## src/rtl/hi_seq_pkg.sv

```systemverilog
package hi_seq_pkg;
  typedef enum logic [1:0] {
    STOP_NEVER    = 2'd0,
    STOP_EVEN_IDX = 2'd1,
    STOP_ODD_IDX  = 2'd2,
    STOP_ANY      = 2'd3
  } stop_mode_e;

  function automatic logic parity_allows(stop_mode_e m, logic idx_odd);
    case (m)
      STOP_EVEN_IDX: return !idx_odd;
      STOP_ODD_IDX:  return idx_odd;
      STOP_ANY:      return 1'b1;
      default:       return 1'b0;
    endcase
  endfunction
endpackage

```

## src/rtl/hi_stop_judge.sv

```systemverilog
module hi_stop_judge
  import hi_seq_pkg::*;
#(
  parameter int ZW = 7
) (
  input  stop_mode_e     mode,
  input  logic           idx_odd,
  input  logic [ZW-1:0]  thr,
  input  logic [ZW-1:0]  mag,
  output logic           hit
);
  always_comb hit = parity_allows(mode, idx_odd) && (mag > thr);
endmodule

```

## src/rtl/hi_phase_timer.sv

```systemverilog
module hi_phase_timer #(
  parameter int AW = 10,
  parameter int LW = 7
) (
  input  logic          clk,
  input  logic          rst,
  input  logic          run,
  input  logic          clr,
  input  logic [AW-1:0] kq,
  input  logic [LW-1:0] win,
  input  logic          idx_odd,
  output logic          last,
  output logic          main_rdy,
  output logic [AW-1:0] main_addr,
  output logic          tail_rdy,
  output logic [2:0]    tail_addr
);
  localparam int CW = AW + 2;
  localparam int TAIL_LEN = 3;

  logic [CW-1:0] cnt;
  logic [CW-1:0] period;
  logic [CW-1:0] read_len;

  always_comb begin
    period   = CW'(kq) + CW'({win, 1'b0}) + CW'(10);
    read_len = CW'(kq) + CW'(win);
    last     = run && (cnt == period - CW'(1));
  end

  always_ff @(posedge clk) begin
    if (rst || clr)  cnt <= '0;
    else if (run)    cnt <= last ? '0 : cnt + CW'(1);
  end

  always_comb begin
    main_rdy  = run && (cnt < read_len);
    main_addr = (cnt < CW'(kq)) ? cnt[AW-1:0] : AW'(cnt - CW'(win));
    tail_rdy  = run && (cnt < CW'(TAIL_LEN));
    tail_addr = (idx_odd ? 3'd3 : 3'd0) + cnt[2:0];
  end

  p_cnt_range_r2: assert property (@(posedge clk) disable iff (rst)
    run |-> (cnt < period));
  p_tail_first_r5: assert property (@(posedge clk) disable iff (rst)
    $rose(tail_rdy) |-> (tail_addr == 3'd0 || tail_addr == 3'd3));
endmodule

```

## src/rtl/hi_sequencer.sv

```systemverilog
module hi_sequencer
  import hi_seq_pkg::*;
#(
  parameter int KW = 13,
  parameter int LW = 7,
  parameter int NW = 6,
  parameter int ZW = 7
) (
  input  logic            clk,
  input  logic            rst,
  input  logic            start,
  input  logic [KW-1:0]   blk_len,
  input  logic [LW-1:0]   win_len,
  input  logic [NW-1:0]   last_idx,
  input  logic [1:0]      stop_mode,
  input  logic [ZW-1:0]   stop_thr,
  input  logic [ZW-1:0]   min_mag,
  output logic [NW-1:0]   half_idx,
  output logic            dec_done,
  output logic            main_rdy,
  output logic [KW-4:0]   main_addr,
  output logic            tail_rdy,
  output logic [2:0]      tail_addr
);
  localparam int AW = KW - 3;

  logic           busy, pend, last, hit, final_hi, accept;
  logic [AW-1:0]  kq_q;
  logic [LW-1:0]  win_q;
  logic [NW-1:0]  ni_q, na_q;
  logic [ZW-1:0]  thr_q;
  stop_mode_e     mode_q;

  always_comb begin
    final_hi = (na_q == ni_q) || pend;
    accept   = start && (!busy || (last && final_hi));
    dec_done = !busy;
    half_idx = na_q;
  end

  hi_stop_judge #(.ZW(ZW)) u_judge (
    .mode(mode_q), .idx_odd(na_q[0]), .thr(thr_q), .mag(min_mag), .hit(hit)
  );

  hi_phase_timer #(.AW(AW), .LW(LW)) u_timer (
    .clk(clk), .rst(rst), .run(busy), .clr(accept),
    .kq(kq_q), .win(win_q), .idx_odd(na_q[0]),
    .last(last), .main_rdy(main_rdy), .main_addr(main_addr),
    .tail_rdy(tail_rdy), .tail_addr(tail_addr)
  );

  always_ff @(posedge clk) begin
    if (rst) begin
      busy <= 1'b0; pend <= 1'b0; na_q <= '0;
      kq_q <= '0; win_q <= '0; ni_q <= '0; thr_q <= '0;
      mode_q <= STOP_NEVER;
    end else if (accept) begin
      busy   <= 1'b1;
      pend   <= 1'b0;
      na_q   <= '0;
      kq_q   <= blk_len[KW-1:3];
      win_q  <= win_len;
      ni_q   <= last_idx;
      thr_q  <= stop_thr;
      mode_q <= stop_mode_e'(stop_mode);
    end else if (busy && last) begin
      if (final_hi) begin
        busy <= 1'b0;
        pend <= 1'b0;
      end else begin
        na_q <= na_q + NW'(1);
        pend <= hit;
      end
    end
  end

  p_idx_hold_r3: assert property (@(posedge clk) disable iff (rst)
    (busy && !last) |=> $stable(half_idx));
  p_idx_step_r3: assert property (@(posedge clk) disable iff (rst)
    (busy && last && !final_hi && !start) |=> (half_idx == $past(half_idx) + NW'(1)));
  p_idx_bound_r3: assert property (@(posedge clk) disable iff (rst)
    busy |-> (half_idx <= ni_q));
  p_quiet_idle_r4: assert property (@(posedge clk) disable iff (rst)
    dec_done |-> (!main_rdy && !tail_rdy));
  p_ignore_start_r6: assert property (@(posedge clk) disable iff (rst)
    (busy && !last && start) |=> (!dec_done && $stable(half_idx)));
  p_extra_ends_r9: assert property (@(posedge clk) disable iff (rst)
    (busy && last && pend) |=> (dec_done || half_idx == '0));
endmodule

```

## config.mk

```make
export PLATFORM = sky130hd
export DESIGN_NAME = hi_sequencer
export DESIGN_NICKNAME = d
export VERILOG_FILES = /design/src/rtl/hi_seq_pkg.sv /design/src/rtl/hi_stop_judge.sv /design/src/rtl/hi_phase_timer.sv /design/src/rtl/hi_sequencer.sv
export SDC_FILE = /design/constraint.sdc
export NUM_CORES = 1
export LEC_CHECK = 0
export BUFFER_PORTS_ARGS = -buffer_cell sky130_fd_sc_hd__buf_2
export CORE_ASPECT_RATIO = 0.6
export CORE_MARGIN = 5
export CORE_UTILIZATION = 52
export CTS_CLUSTER_DIAMETER = 80
export CTS_CLUSTER_SIZE = 30
export DETAILED_ROUTE_END_ITERATION = 7
export GPL_TIMING_DRIVEN = 0
export PLACE_DENSITY = 0.78
export SETUP_SLACK_MARGIN = 0.1
export SYNTH_ARGS = -nofsm -noshare
export SYNTH_HDL_FRONTEND = slang
export SYNTH_SLANG_ARGS = --single-unit
```

## constraint.sdc

```tcl
create_clock -name clk -period 3.7 [get_ports clk]
set_input_delay 0.37 -clock clk [delete_from_list [all_inputs] [get_ports clk]]
set_output_delay 0.37 -clock clk [all_outputs]
set_load 0.01 [all_outputs]
```

==> run_results.csv, run 1 <==
group,metric,value,unit
status,status,"completed",
final_layout,diodes,0,
die,pin_count,67,
setup_path,cp-end-kind,"register",
timing,worstMarginPinSlew,0.848,ns
timing,fin_crit_sh,0.979,
job,drv_cap,0,
timing,relSlewSlack,0.430,
grt,grt_max_degree,15,
placement,placed_area,4760,sq um
placement,hpwl,8890,um
final_layout,fillers,663,
setup_path,slowest_delay,0.38,ns
setup_path,crit_chain,"ha_4, inv_2, fa_2, nand2b_4, a21oi_2, xor2_2, a31oi_2, or3_4, a221oi_4, o311ai_4, o21ai_4, buf_12, clkbuf_16, mux2i_1, nor2_1",
setup_path,start_kind,"register",
synth,netlist_area,4310,sq um
final_layout,nNetsFinal,689,
setup_path,crit_family,"compound AO/OA/AOI/OAI gates",
die,rows,25,
power,vdd_ir_drop_max,0.199,mV
cts,insertion_delay,0.29,ns
timing,hold_violations,0,
placement,pre_cts_slack,-0.405,ns
grt,grt_use_total,0.220,
grt,grt_pass1_wl,18000,um
power,leakagePower,2.34,nW
final_layout,synthToLayoutAreaGrowth,23.4,%
detailed_routing,antenna_left,0,
die,initial_core_util,0.541,
cts,cts_sinks,52,
die,die-area,10300,sq um
grt,grt_pass1_vias,3695,
placement,io_buffer_count,62,
synth,synth.area.top_cells,"dfxtp_1 (24%), ha_1 (15%), mux2i_1 (8.4%), xnor2_1 (6.9%), nor2_1 (5.4%)",
timing,slew_violations,0,
final_layout,multiInputGateArea,3160,sq um
cts,ctsHoldBuffers,0,
power,power.density,293,nW/um^2
synth,synth_common_cells,"nor2_1 (62), dfxtp_1 (52), ha_1 (52)",
die,core_area,7980,sq um
synth,yosys.cell_count.top_type,"nor2_1",
detailed_routing,via_per_inst,5.65,
cts,h-tree-depth,2,
synth,async_flop_share,0,
synth,yosys_warnings,0,
final_layout,final_cell_area,5320,sq um
grt,antenna_found_initial,0,
placement,gp_routability_congestion,0.896,
synth,synthCells,502,
detailed_routing,drt_iter0_drc,324,
timing,fmax,276,MHz
setup_path,path_class,"register to register",
setup_path,ff2ff_setup_slack,0.08,ns
timing,layout_setup_ws,0.0760,ns
cts,cts_tree,"done",
timing,rsz0062_at_grt,"true",
cts,clockBufferDepth,2,
setup_path,crit_fanout,6,
timing,fin_skew,0.00758,ns
worst_hold_path,hp-class,"primary input to register",
setup_path,crit_buf_inv,3,
synth,yosys_register_bits,52,
cts,clockRootBuffer,"clkbuf_16",
timing,hold_ws,0.313,ns
synth,synth-seq-area-share,0.241,
synth,synth_cell_types,57,
detailed_routing,num_vias,3938,
synth,syn_avg_cell_area,8.59,sq um
timing,fin_crit,3.62,ns
timing,setup_viol,0,
synth,synth_nets,603,
cts,clk_pin_slew_worst_paths,0.07,ns
detailed_routing,drc,0,
synth,synth.largest_area_cell,"dfxtp_1",
synth,yosys_most_used_dff,"dfxtp_1",
cts,cts_buffers,5,
synth,synth_top_area_frac,0.241,
setup_path,cp.required,3.86,ns
detailed_routing,dr.pass1.iters,5,
synth,synth_edf_count,0,
setup_path,slowest_stage,"dfxtp_4",
detailed_routing,wl_per_cell,17.1,um
setup_path,cp_data_arrival_time,3.78,ns
die,die_w,128,um
grt,grt-ovfl-total,0,
final_layout,final_util,0.667,
final_layout,seqCellArea,1060,sq um
detailed_routing,totalWireLength,11900,um
final_layout,drive_above_1_share,0.241,
die,die_h,80.5,um
cell usage in the layout, fill, tap and decap left out, types with 6 or more instances in the layout:
| cell type | count |
|---|---|
| clkbuf_16 | 8 |
| xnor2_1 | 34 |
| clkbuf_1 | 13 |
| nand2_1 | 19 |
| o21ai_0 | 11 |
| nand2b_1 | 7 |
| ha_1 | 47 |
| a21o_1 | 15 |
| nor2_1 | 61 |
| mux2i_1 | 33 |
| inv_1 | 41 |
| nand4_1 | 7 |
| nand3_1 | 15 |
| a21oi_2 | 8 |
| nor2b_1 | 7 |
| xor2_1 | 19 |
| o21a_1 | 8 |
| buf_4 | 13 |
| nor3_1 | 10 |
| dfxtp_1 | 45 |
| a21oi_1 | 11 |
| nor4_1 | 6 |
| buf_2 | 63 |
layer usage:
layer / track usage / wire [um] / vias up
li1: - / - / 1907
met1: 0.299 / 5540 / 1813
met2: 0.345 / 5080 / 195
met3: 0.0671 / 1150 / 23
met4: 0.0477 / 148 / 0
met5: 0 / 0 / -
through the flow:
| stage | TNS (ns) | instances | power [W] |
|---|---|---|---|
| 6_report | 0 | 697 | 0.00156 |
| 3_3_place_gp | -10.15 | 672 | 0.00101 |
| 2_1_floorplan | 0 | 502 | 0.000914 |
| 5_1_grt | -0.179 | 697 | 0.00164 |
| 4_1_cts | 0 | 689 | 0.00152 |
| 3_5_place_dp | -14.60 | 672 | 0.00103 |
sequential cells by signal, summed over array words and instances (netlist names):
register     flops
win_q            7
pend             1
ni_q             6
mode_q           2
thr_q            7
u_timer.cnt     12
busy             1
half_idx         6
kq_q            10
worst min-delay path, stage by stage:
cell	delay [ns]
buf_2	0.07
mux2i_1	0.05
nor2_1	0.07
path summary, 6_finish.rpt:
| path | from | endpoint | cells past startpoint |
|---|---|---|---|
| setup / recovery | win_q[0]$_SDFFE_PP0P_ | kq_q[7]$_SDFFE_PP0P_ | 15 |
| setup reg to reg | win_q[0]$_SDFFE_PP0P_ | kq_q[7]$_SDFFE_PP0P_ | 15 |
| hold / removal | last_idx[2] | ni_q[2]$_SDFFE_PP0P_ | 3 |
| hold reg to reg | thr_q[4]$_SDFFE_PP0P_ | thr_q[4]$_SDFFE_PP0P_ | 2 |
where the power goes:
group	total, W	switching (W)	internal (W)
Combinational	0.000480	0.000247	0.000233
Sequential	0.000613	0.0000303	0.000582
Clock	0.000469	0.000199	0.000270
Total	0.00156	0.000476	0.00109
repair_timing:
| action | 4_1_cts | 5_1_grt |
|---|---|---|
| setup endpoints to repair | 52 | 57 |
| gates resized for setup | 20 | 41 |
| cloned | 0 | 3 |
| pin swaps | 7 | 14 |
| endpoints found under the hold margin | 0 | 0 |
| buffers inserted | 9 | 5 |
kinds of logic (layout without fill, tap and decap cells):
logic type      after synthesis  in the layout  synth area share
compound gates               78             78             0.133
xor+xnor                     56             56             0.119
fa+ha+maj                    56             56             0.169
buf+inv                      65            152            0.0693
flops                        52             52             0.241
mux                          36             36            0.0836
simple gates                159            159             0.184
layout make-up:
type                            count  share of cell area
Inverter                           43              0.0303
Tap cell                          108              0.0254
Multi-Input combinational cell    385               0.594
Sequential cell                    52               0.199
Buffer                             22              0.0268
Timing Repair Buffer               79              0.0964
Clock buffer                        8              0.0275
Note: power is estimated with default switching activity, not from simulation.
==> run 2: changes to the inputs <==
Settings changed: BUFFER_PORTS_ARGS -buffer_cell sky130_fd_sc_hd__buf_2 to -buffer_cell sky130_fd_sc_hd__buf_4, CORE_UTILIZATION 52 to 35, PLACE_DENSITY 0.78 to 0.57.
==> run 2 against run 1 <==
  * Sequential power barely moved
  * Fmax decreased by 1.9%
  * Utilization is 20 points lower
  * Total power rose by 12%
  * First-iteration DRC count decreased by 40%
  * Global-route usage is 5.4 points lower
  * Design area up 6.8%
  * Via count is 2.4% lower
==> run_results.csv, run 2 (synthesis results as in run 1) <==
group,metric,value,unit
cts,ctsHoldBuffers,0,
die,core_area,12100,sq um
grt,antenna_found_initial,0,
cts,cts_buffers,5,
timing,hold_violations,0,
setup_path,cp.required,3.87,ns
cts,clk_pin_slew_worst_paths,0.08,ns
power,power.density,307,nW/um^2
die,initial_core_util,0.358,
final_layout,final_common_cell,"buf_4",
grt,grt_pass1_wl,19500,um
power,power.clock.fraction,0.358,
power,leakagePower,2.44,nW
final_layout,final_cell_mix,"buf_4 (79), nor2_1 (59), ha_1 (46), dfxtp_1 (45), inv_1 (41)",
die,die_h,96.0,um
detailed_routing,via_per_inst,5.05,
cts,insertion_delay,0.30,ns
timing,rsz0062_at_grt,"true",
final_layout,final_cell_area,5680,sq um
power,switchingPower,0.000507,W
grt,grt_pass1_vias,3824,
detailed_routing,drt_iter0_drc,195,
final_layout,nNetsFinal,696,
detailed_routing,dr.pass1.iters,5,
timing,fin_crit_sh,0.998,
placement,io_buffer_count,62,
die,die-area,14700,sq um
timing,relSlewSlack,0.321,
final_layout,reg_top3,"u_timer.cnt: 12 flops, kq_q: 10 flops",
final_layout,largest_reg_flops,12,
job,drv_cap,0,
setup_path,start_kind,"register",
grt,grt_use_total,0.167,
power,p_comb_frac,0.291,
placement,placed_area,4980,sq um
detailed_routing,antenna_left,0,
status,status,"completed",
detailed_routing,totalWireLength,12300,um
final_layout,drive_above_1_share,0.258,
power,seqPwrFrac,0.351,
timing,slew_violations,0,
power,internal_power,0.00124,W
timing,fin_crit,3.69,ns
final_layout,top_register,"u_timer.cnt",
grt,grt-ovfl-total,0,
cts,clockRootBuffer,"clkbuf_16",
power,power_switching_share,0.291,
worst_hold_path,hp-class,"primary input to register",
final_layout,synthToLayoutAreaGrowth,31.8,%
cts,cts_sinks,52,
detailed_routing,drc,0,
timing,worstMarginPinSlew,1.01,ns
placement,gp_routability_congestion,0.856,
setup_path,crit_fanout,5,
timing,fmax,271,MHz
cts,clockBufferDepth,2,
final_layout,diodes,0,
placement,hpwl,9300,um
setup_path,path_class,"register to register",
timing,layout_setup_ws,0.00583,ns
placement,dp_cells,729,
power,vdd_ir_drop_max,0.189,mV
setup_path,cp-end-kind,"register",
die,pin_count,67,
timing,setup_viol,0,
timing,fin_skew,0.0110,ns
grt,grt_max_degree,18,
detailed_routing,num_vias,3844,
die,rows,31,
cts,cts_tree,"done",
placement,pre_cts_slack,-0.429,ns
final_layout,final_cells,761,
detailed_routing,wl_per_cell,16.1,um
power,finalPower,0.00174,W
die,die_w,153,um
cts,h-tree-depth,2,
setup_path,cp_data_arrival_time,3.86,ns
==> run 2: layer usage <==
metal	share of wire	up-vias	track usage
met5	0	-	0
met2	0.39	98	0.247
met4	0.0085	0	0.0267
met3	0.080	11	0.0521
met1	0.52	1810	0.242
li1	-	1925	-
==> run 2: power by group through the flow <==
stage,sequential [W],combinational (W),clock (W)
global route,0.000615,0.000562,0.000658
finish,0.000612,0.000507,0.000625
detailed placement,0.000623,0.000429,0
floorplan,0.000611,0.000303,0
CTS,0.000610,0.000479,0.000637
global placement,0.000623,0.000419,0
==> run 2: cell type report <==
cell class | count | area, sq um
plain buffers | 21 | 149
flip-flops and latches | 52 | 1060
repair buffers | 87 | 754
well taps | 165 | 206
clock buffers | 5 | 125
clock inverters | 3 | 68.8
multi-input cells | 385 | 3160
fillers | 1159 | 6380
inverters | 43 | 161
==> run 2: worst max-delay path: stages, from the launching register on <==
cell and delay [ns]:
dfxtp_4 0.38, ha_4 0.14, inv_2 0.04, fa_2 0.34, nand2b_4 0.16, a21o_1 0.19, and4_4 0.17, or3_1 0.30
or3_4 0.40, a221oi_4 0.37, o311ai_4 0.22, o21ai_4 0.21, buf_12 0.13, buf_8 0.13, clkbuf_16 0.15, mux2i_1 0.18
nor2_1 0.06
==> run 2: worst paths after layout <==
kind,slack (ns),cells past startpoint,endpoint,from
worst max-delay path,0.006,16,ni_q[2]$_SDFFE_PP0P_,win_q[0]$_SDFFE_PP0P_
worst min-delay path,0.30,3,mode_q[1]$_SDFFE_PP0P_,stop_mode[1]
worst max register to register,0.006,16,ni_q[2]$_SDFFE_PP0P_,win_q[0]$_SDFFE_PP0P_
worst min register to register,0.49,2,pend$_SDFFE_PP0P_,pend$_SDFFE_PP0P_
==> run 2: repair_timing <==
item / in CTS / in global routing
cloned: 2 / 1
gates resized for setup: 31 / 40
pin swaps: 11 / 15
endpoints found under the setup margin: 58 / 58
buffers inserted: 16 / 6
hold endpoints to repair: 0 / 0
==> run 2: through the flow <==
stage                     hold WS, ns  setup TNS, ns  utilization
after floorplan                 0.447              0            -
after global placement          0.473         -16.01        0.413
after detailed placement        0.475         -19.17        0.413
after CTS                       0.297              0        0.455
after global routing            0.306          -1.49        0.471
final                           0.303              0        0.471
==> run 3: changes to the inputs <==
Clock period 3.7 ns to 3 ns, I/O delays scaled along.
==> run 3 against run 2 <==
  * Via count grew 0.83%
  * Clock power is 2% higher
  * Design area is 5.4% higher
  * Clock-buffer cell count rose by 2
  * Clock skew barely moved
  * The run now ends with setup timing left
  * Hold slack got worse by 0.071 ns
  * Die area unchanged
  * Sequential cell count is the same
  * Routed wire length grew 3.4%
==> run_results.csv, run 3 (synthesis results as in run 1) <==
group,metric,value,unit
grt,grt-ovfl-total,0,
grt,antenna_found_initial,0,
setup_path,path_class,"register to output pin",
grt,grt_busiest_layer,"met2",
cts,ctsHoldBuffers,0,
grt,grt_pass1_vias,3831,
detailed_routing,num_vias,3876,
timing,setup_viol,63,
timing,fin_crit_sh,1.17,
grt,grtUsageMet2,0.249,
final_layout,largest_reg_flops,12,
status,failed_checks,"setup timing",
cts,clockRootBuffer,"clkbuf_16",
setup_path,crit_fanout,3,
grt,grt_use_met1,0.244,
final_layout,final_common_cell,"buf_4",
setup_path,r2r-end,"thr_q[4]$_SDFFE_PP0P_",
final_layout,diodes,0,
power,power.density,353,nW/um^2
worst_hold_path,hold_depth,3,
final_layout,fillers,1156,
detailed_routing,via_per_inst,5.07,
job,drv_cap,0,
power,leakagePower,2.55,nW
setup_path,r2r_cells,15,
timing,rsz0062_at_grt,"true",
cts,clk_pin_slew_worst_paths,0.07,ns
detailed_routing,antenna_left,0,
setup_path,start_kind,"register",
final_layout,top_register,"u_timer.cnt",
detailed_routing,wl_per_cell,16.6,um
placement,gp_routability_congestion,0.857,
detailed_routing,drc,0,
die,initial_core_util,0.358,
detailed_routing,totalWireLength,12700,um
setup_path,timing.rr.start,"win_q[0]$_SDFFE_PP0P_",
detailed_routing,dr.pass1.iters,4,
timing,fin_skew,0.0113,ns
die,die_w,153,um
final_layout,nNetsFinal,700,
grt,grt_pass1_wl,19700,um
grt,grt_use_met3,0.0503,
status,status,"finished, violations left",
timing,fin_crit,3.52,ns
timing,layout_setup_ws,-0.520,ns
cts,cts_sinks,52,
timing,slew_violations,0,
cts,clockBufferDepth,2,
cts,cts_buffers,5,
cts,cts_tree,"done",
grt,grt_max_degree,17,
die,pin_count,67,
setup_path,cp.required,2.70,ns
final_layout,drive_above_1_share,0.337,
timing,relSlewSlack,0.0810,
die,die-area,14700,sq um
final_layout,reg_top3,"u_timer.cnt: 12 flops, kq_q: 10 flops",
timing,fmax,284,MHz
die,rows,31,
placement,io_buffer_count,62,
timing,hold_violations,0,
cts,insertion_delay,0.30,ns
timing,setup_tns,-22.59,ns
worst_hold_path,min_from,"stop_thr[0]",
detailed_routing,drt_iter0_drc,194,
die,core_area,12100,sq um
final_layout,synthToLayoutAreaGrowth,38.9,%
grt,grt_use_total,0.169,
setup_path,cp_data_arrival_time,3.22,ns
final_layout,final_cell_mix,"buf_4 (76), nor2_1 (53), ha_1 (44), dfxtp_1 (42), inv_1 (38)",
worst_hold_path,hp-class,"primary input to register",
setup_path,cp-end-kind,"output pin",
cts,h-tree-depth,2,
timing,hold_ws,0.232,ns
power,vdd_ir_drop_max,0.301,mV
worst_hold_path,hold_end,"thr_q[0]$_SDFFE_PP0P_",
timing,worstMarginPinSlew,1.37,ns
power,finalPower,0.00212,W
die,die_h,96.0,um
final_layout,seqCellArea,1070,sq um
setup_path,ff2ff_setup_slack,-0.51,ns
final_layout,multiInputGateArea,3400,sq um
placement,hpwl,9550,um
## run 3: cell type report
| type | instances | area share |
|---|---|---|
| multi-input cells | 385 | 0.568 |
| flip-flops and latches | 52 | 0.178 |
| repair buffers | 91 | 0.137 |
| well taps | 165 | 0.0345 |
| inverters | 43 | 0.0278 |
| plain buffers | 21 | 0.0274 |
| clock buffers | 7 | 0.0257 |
| clock inverters | 1 | 0.00146 |
## run 3: worst max-delay path by stage
| stage | startpoint | end |
|---|---|---|
| 2_1_floorplan | kq_q[1]$_SDFFE_PP0P_ | win_q[0]$_SDFFE_PP0P_ |
| 3_3_place_gp | kq_q[5]$_SDFFE_PP0P_ | win_q[1]$_SDFFE_PP0P_ |
| 3_5_place_dp | kq_q[5]$_SDFFE_PP0P_ | kq_q[1]$_SDFFE_PP0P_ |
| 4_1_cts | win_q[0]$_SDFFE_PP0P_ | kq_q[1]$_SDFFE_PP0P_ |
| 5_1_grt | win_q[0]$_SDFFE_PP0P_ | main_rdy |
| 6_report | win_q[0]$_SDFFE_PP0P_ | main_rdy |
## run 3: worst max-delay path, cell delays in order (launching register included)
cell	delay, ns
dfxtp_4	0.36
ha_2	0.18
fa_1	0.48
inv_1	0.04
ha_1	0.26
a21o_1	0.16
a21o_1	0.17
a21o_1	0.18
a21o_1	0.18
a21o_1	0.18
a21o_1	0.17
a21o_1	0.19
a21oi_2	0.14
o21a_1	0.13
buf_6	0.11
## run 3: power by group
part           leakage, nW  total [W]  switching [W]  internal, W
Sequential           0.430   0.000755      0.0000381     0.000717
Clock               0.0797   0.000635       0.000271     0.000364
Combinational         2.04   0.000725       0.000352     0.000374
Total                 2.55    0.00212       0.000661      0.00146
## run 3: what timing repair did
action	in CTS	in global routing
pin swaps	23	15
setup endpoints to repair	63	63
resized for setup	65	60
setup buffers	19	7
cloned	1	3
## run 3: routing by layer
layer	vias up	share of wire
met3	10	0.070
met5	-	0
met1	1833	0.51
li1	1935	-
met4	0	0.0070
met2	98	0.41
## run 3: through the flow
| stage | setup WS (ns) | cell area, sq um | utilization | cells |
|---|---|---|---|---|
| after detailed placement | -0.890 | 5050 | 0.419 | 729 |
| after CTS | -0.548 | 5630 | 0.467 | 757 |
| after floorplan | -0.340 | 4380 | - | 502 |
| after global routing | -0.679 | 5990 | 0.497 | 765 |
| final | -0.520 | 5990 | 0.497 | 765 |
| after global placement | -0.844 | 5050 | 0.419 | 729 |
